==> config.mk <==
export PLATFORM = sky130hd
export DESIGN_NAME = card_cmd_irq
export DESIGN_NICKNAME = d
export VERILOG_FILES = /design/src/rtl/card_cmd_pkg.sv /design/src/rtl/cmd_byte_collector.sv /design/src/rtl/irq_status_unit.sv /design/src/rtl/reg_read_mux.sv /design/src/rtl/card_cmd_irq.sv
export SDC_FILE = /design/constraint.sdc
export NUM_CORES = 1
export LEC_CHECK = 0
export BUFFER_PORTS_ARGS = -buffer_cell sky130_fd_sc_hd__buf_2
export CAP_MARGIN = 20
export CELL_PAD_IN_SITES_DETAIL_PLACEMENT = 2
export CELL_PAD_IN_SITES_GLOBAL_PLACEMENT = 2
export CORE_UTILIZATION = 35
export CTS_BUF_LIST = sky130_fd_sc_hd__clkbuf_4 sky130_fd_sc_hd__clkbuf_8
export DETAILED_ROUTE_END_ITERATION = 8
export MAX_ROUTING_LAYER = met4
export PLACE_DENSITY_LB_ADDON = 0.12
export SYNTH_ARGS = -nofsm -noshare
export SYNTH_HDL_FRONTEND = slang
export SYNTH_HIERARCHICAL = 1
export SYNTH_SLANG_ARGS = --single-unit
==> constraint.sdc <==
create_clock -name clk -period 2.73 [get_ports clk]
set_input_delay 0.1365 -clock clk [delete_from_list [all_inputs] [get_ports clk]]
set_output_delay 0.1365 -clock clk [all_outputs]
set_load 0.02 [all_outputs]
==> src/rtl/card_cmd_pkg.sv <==
package card_cmd_pkg;

    localparam int OFS_W       = 3;
    localparam logic [OFS_W-1:0] OFS_CMD   = 3'd0;
    localparam logic [OFS_W-1:0] OFS_IEN   = 3'd2;
    localparam logic [OFS_W-1:0] OFS_ISTAT = 3'd3;

    localparam int EVT_W = 7;

    // Bit order is visible to software through the status register.
    typedef struct packed {
        logic card_chg;   // 6
        logic fifo;       // 5
        logic crc_err;    // 4
        logic tmo;        // 3
        logic prog_end;   // 2
        logic busy_end;   // 1
        logic xfer_done;  // 0
    } evt_t;

    localparam evt_t IEN_RESET = '{card_chg: 1'b1, fifo: 1'b1, crc_err: 1'b1,
                                   tmo: 1'b1, prog_end: 1'b0, busy_end: 1'b0,
                                   xfer_done: 1'b0};

    function automatic logic any_enabled(input evt_t st, input evt_t en);
        return |(st & en);
    endfunction

endpackage

==> src/rtl/cmd_byte_collector.sv <==
module cmd_byte_collector #(
    parameter int OP_W      = 6,
    parameter int ARG_BYTES = 4,
    localparam int ARG_W    = ARG_BYTES * 8,
    localparam int IDX_W    = $clog2(ARG_BYTES + 1)
) (
    input  logic             clk,
    input  logic             rst,
    input  logic             byte_we,
    input  logic [7:0]       byte_in,
    input  logic             done,
    output logic             start,
    output logic             busy,
    output logic [OP_W-1:0]  opcode,
    output logic [ARG_W-1:0] arg
);
    localparam logic [IDX_W-1:0] LAST_IDX = IDX_W'(ARG_BYTES);

    logic [IDX_W-1:0] idx_q;
    logic [ARG_W-1:0] arg_shift;

    generate
        if (ARG_BYTES == 1) begin : g_single
            assign arg_shift = byte_in;
        end else begin : g_multi
            assign arg_shift = {arg[ARG_W-9:0], byte_in};
        end
    endgenerate

    always_ff @(posedge clk) begin
        if (rst) begin
            idx_q  <= '0;
            start  <= 1'b0;
            busy   <= 1'b0;
            opcode <= '0;
            arg    <= '0;
        end else begin
            start <= 1'b0;
            if (busy) begin
                if (done) busy <= 1'b0;
            end else if (byte_we) begin
                if (idx_q == '0) begin
                    opcode <= byte_in[OP_W-1:0];
                    idx_q  <= idx_q + 1'b1;
                end else if (idx_q == LAST_IDX) begin
                    arg   <= arg_shift;
                    idx_q <= '0;
                    start <= 1'b1;
                    busy  <= 1'b1;
                end else begin
                    arg   <= arg_shift;
                    idx_q <= idx_q + 1'b1;
                end
            end
        end
    end
endmodule

==> src/rtl/irq_status_unit.sv <==
module irq_status_unit
    import card_cmd_pkg::*;
(
    input  logic clk,
    input  logic rst,
    input  evt_t evt,
    input  logic clr,
    input  logic en_we,
    input  evt_t en_din,
    output evt_t stat_q,
    output evt_t en_q,
    output logic irq
);
    always_ff @(posedge clk) begin
        if (rst) begin
            stat_q <= '0;
            en_q   <= IEN_RESET;
        end else begin
            stat_q <= clr ? evt : (stat_q | evt);
            if (en_we) en_q <= en_din;
        end
    end

    assign irq = any_enabled(stat_q, en_q);
endmodule

==> src/rtl/reg_read_mux.sv <==
module reg_read_mux
    import card_cmd_pkg::*;
(
    input  logic             rd_en,
    input  logic [OFS_W-1:0] rd_addr,
    input  evt_t             stat,
    input  evt_t             en,
    input  logic             pending,
    output logic [7:0]       rd_data
);
    always_comb begin
        rd_data = 8'h00;
        if (rd_en) begin
            unique case (rd_addr)
                OFS_IEN:   rd_data = {1'b0, en};
                OFS_ISTAT: rd_data = {pending, stat};
                default:   rd_data = 8'h00;
            endcase
        end
    end
endmodule

==> src/rtl/card_cmd_irq.sv <==
module card_cmd_irq
    import card_cmd_pkg::*;
#(
    parameter int OP_W      = 6,
    parameter int ARG_BYTES = 4,
    localparam int ARG_W    = ARG_BYTES * 8
) (
    input  logic             clk,
    input  logic             rst,
    input  logic             wr_en,
    input  logic [2:0]       wr_addr,
    input  logic [7:0]       wr_data,
    input  logic             rd_en,
    input  logic [2:0]       rd_addr,
    output logic [7:0]       rd_data,
    input  logic [6:0]       evt,
    input  logic             eng_done,
    output logic             cmd_start,
    output logic [OP_W-1:0]  cmd_opcode,
    output logic [ARG_W-1:0] cmd_arg,
    output logic             busy,
    output logic             irq
);
    evt_t stat_q;
    evt_t en_q;
    logic cmd_we;
    logic ien_we;
    logic stat_clr;

    assign cmd_we   = wr_en && (wr_addr == OFS_CMD);
    assign ien_we   = wr_en && (wr_addr == OFS_IEN);
    assign stat_clr = rd_en && (rd_addr == OFS_ISTAT);

    cmd_byte_collector #(.OP_W(OP_W), .ARG_BYTES(ARG_BYTES)) u_coll (
        .clk     (clk),
        .rst     (rst),
        .byte_we (cmd_we),
        .byte_in (wr_data),
        .done    (eng_done),
        .start   (cmd_start),
        .busy    (busy),
        .opcode  (cmd_opcode),
        .arg     (cmd_arg)
    );

    irq_status_unit u_stat (
        .clk    (clk),
        .rst    (rst),
        .evt    (evt_t'(evt)),
        .clr    (stat_clr),
        .en_we  (ien_we),
        .en_din (evt_t'(wr_data[6:0])),
        .stat_q (stat_q),
        .en_q   (en_q),
        .irq    (irq)
    );

    reg_read_mux u_rd (
        .rd_en   (rd_en),
        .rd_addr (rd_addr),
        .stat    (stat_q),
        .en      (en_q),
        .pending (irq),
        .rd_data (rd_data)
    );
endmodule

==> metrics.cfg <==
[outcome]
status = finished, final reports clean

[clock_network]
hold_buffers = 0
clock_tree.root_cell = clkbuf_8
clk_pin_slew_ns = 0.07
cts_buffer_depth = 2
cts_tree = yes
clock_latency_ns = 0.33
post-cts-setup-buffers = 0
htree_levels = 3
post_cts_resized = 0
clock-sinks = 57
cts_buffers = 9

[yosys]
syn_avg_cell_area_um2 = 10.4
synthDistinctLibCells = 32
syn_inst = 237
ys_seq_area_frac = 0.461
ys_warn_count = 6
netlist_area_um2 = 2470
synth-seq-cells = 57
syn_nets = 265

[placement]
routabilityCongestion = 0.723
post-place-cells = 397
portBuffers = 74
pre_cts_ws_ns = 1.07
hpwl_um = 4490

[critical_path]
worst-path-max-fanout = 6
slowest_stage = and4bb_1
worstPathArrival_ns = 1.87
crit_family = simple AND/OR/NAND/NOR gates
worstSetupPathType = reg -> reg
cp-end-kind = flop
critical-path-max-stage-delay_ns = 0.49
cp.required_ns = 2.94
rrSetupSlack_ns = 1.07
crit_chain = inv_1, ha_1, and4bb_1, mux2i_1, nor2_1
crit_buf_inv = 1
start_kind = flop

[finish]
layout-drive-gt1-share = 0.325
nFillCells = 750
fin_nets = 340
final_common_cell = buf_2
syn_to_final_growth_pct = 26.2
antenna_cells = 0
final_core_util = 0.459
final_cell_count_no_fill = 413
most-common-layout-cells = buf_2 (74), dfxtp_1 (57), mux2i_1 (48)

[die]
core-area_um2 = 6790
die-area_um2 = 7410
dieHeight_um = 86.1
start_util = 0.364
die_x_um = 86.1
ioPinCount = 75
row_count = 30

[global_route]
grt_pass1_vias = 2008
grt_usage = 0.183
antenna_found_initial = 0
grt_max_degree = 48
grt_overflow_total = 0
grt_pass1_wl_um = 9830

[drt]
num_vias = 1937
firstDrtPassIters = 4
ant_nets = 0
drt_iter0_drc = 35
wl_per_cell_um = 15.1
drcViolationCount = 0
routed_via_density = 4.69
routed_wl_um = 6220

[timing]
rsz0062_at_grt = false
hold_violations = 0
finClkSkew_ns = 0.00759
worstMarginPinSlew_ns = 0.650
finalSetupViolCount = 0
fin_tns_setup_ns = 0
finalMaxSlewViolations = 0
fin_crit_ns = 1.66
layout_setup_ws_ns = 1.07
fmax_ghz = 0.601
slew_headroom = 0.567
final.period_utilization = 0.609

[pwr]
vdd_drop_max_uv = 260
leakagePower_nw = 1.41
p_total_mw = 1.95
powerDensity_nw_per_um2 = 625

[run]
drv_cap = 0

[hold_path]
hp-class = in -> reg

==> state kept, by name, summed over array words and instances (netlist names) <==
signal         flops
u_coll/idx_q       3
u_coll/arg        32
u_stat/en_q        7
u_coll/busy        1
u_coll/opcode      6
u_coll/start       1
u_stat/stat_q      7
==> area by class of cell <==
type                       count  area (um2)  share of cell area
multi-input combinational    158        1190               0.381
sequential                    57        1140               0.366
timing repair buffer          76         385               0.123
clock buffer                  11         145              0.0465
tap                           96         120              0.0385
clock inverter                 5         103              0.0329
inverter                      10        37.5              0.0120
==> logic make-up (layout without fill, tap and decap cells) <==
logic type	after synthesis	in the layout	share of synthesized area
and+or+nand+nor	87	87	0.217
DFF	57	57	0.461
muxes	48	48	0.194
buffers and inverters	22	102	0.0582
AOI/OAI and AO/OA	21	21	0.0592
adders and majority gates	2	2	0.0101
==> metrics by stage <==
step | hold slack, ns | area [um2]
floorplan | 0.235 | 2470
global placement | 0.364 | 2870
detailed placement | 0.368 | 2870
CTS | 0.0249 | 3120
global route | 0.0306 | 3120
finish | 0.0373 | 3120
==> worst paths after layout <==
path / start / to / cells past startpoint
worst max-delay path: u_coll/idx_q[0]$_SDFFE_PP0P_ / u_coll/opcode[1]$_SDFFE_PP0P_ / 5
worst min-delay path: wr_data[6] / u_stat/en_q[6]$_SDFFE_PP1P_ / 2
worst min register to register: u_coll/arg[27]$_SDFFE_PP0P_ / u_coll/arg[27]$_SDFFE_PP0P_ / 2
worst max register to register: u_coll/idx_q[0]$_SDFFE_PP0P_ / u_coll/opcode[1]$_SDFFE_PP0P_ / 5
==> power by group <==
group / total, mW / internal, mW / switching, mW
Clock: 0.977 / 0.640 / 0.337
Combinational: 0.117 / 0.0538 / 0.0635
Sequential: 0.855 / 0.845 / 0.0104
==> synth_stat cells (all sizes together) <==
library cell	n	area share
a211o	4	0.015
a21o	1	0.0035
a21oi	12	0.029
a222oi	1	0.0040
a22oi	2	0.0061
and2b	1	0.0030
and4b	1	0.0040
and4bb	2	0.010
buf	8	0.037
clkbuf	4	0.0061
dfxtp	57	0.46
ha	2	0.010
inv	10	0.015
mux2i	48	0.19
nand2	4	0.0061
nand2b	48	0.12
nand3	5	0.010
nand3b	1	0.0081
nor2	19	0.029
nor2b	4	0.013
nor4b	1	0.0061
o21ai	1	0.0020
or2b	1	0.0030
==> routing by layer <==
layer | part of all wire | wire, um | track usage
met5 | 0 | 0 | -
met4 | 0.015 | 91 | 0.0818
met3 | 0.045 | 281 | 0.0443
met2 | 0.50 | 3090 | 0.300
met1 | 0.44 | 2750 | 0.211
==> worst reg2reg max path, cell delays in order (launching register included) <==
cell	delay, ns
dfxtp_1	0.33
inv_1	0.08
ha_1	0.32
and4bb_1	0.49
mux2i_1	0.27
nor2_1	0.06
Note: power is estimated with default switching activity, not from simulation.
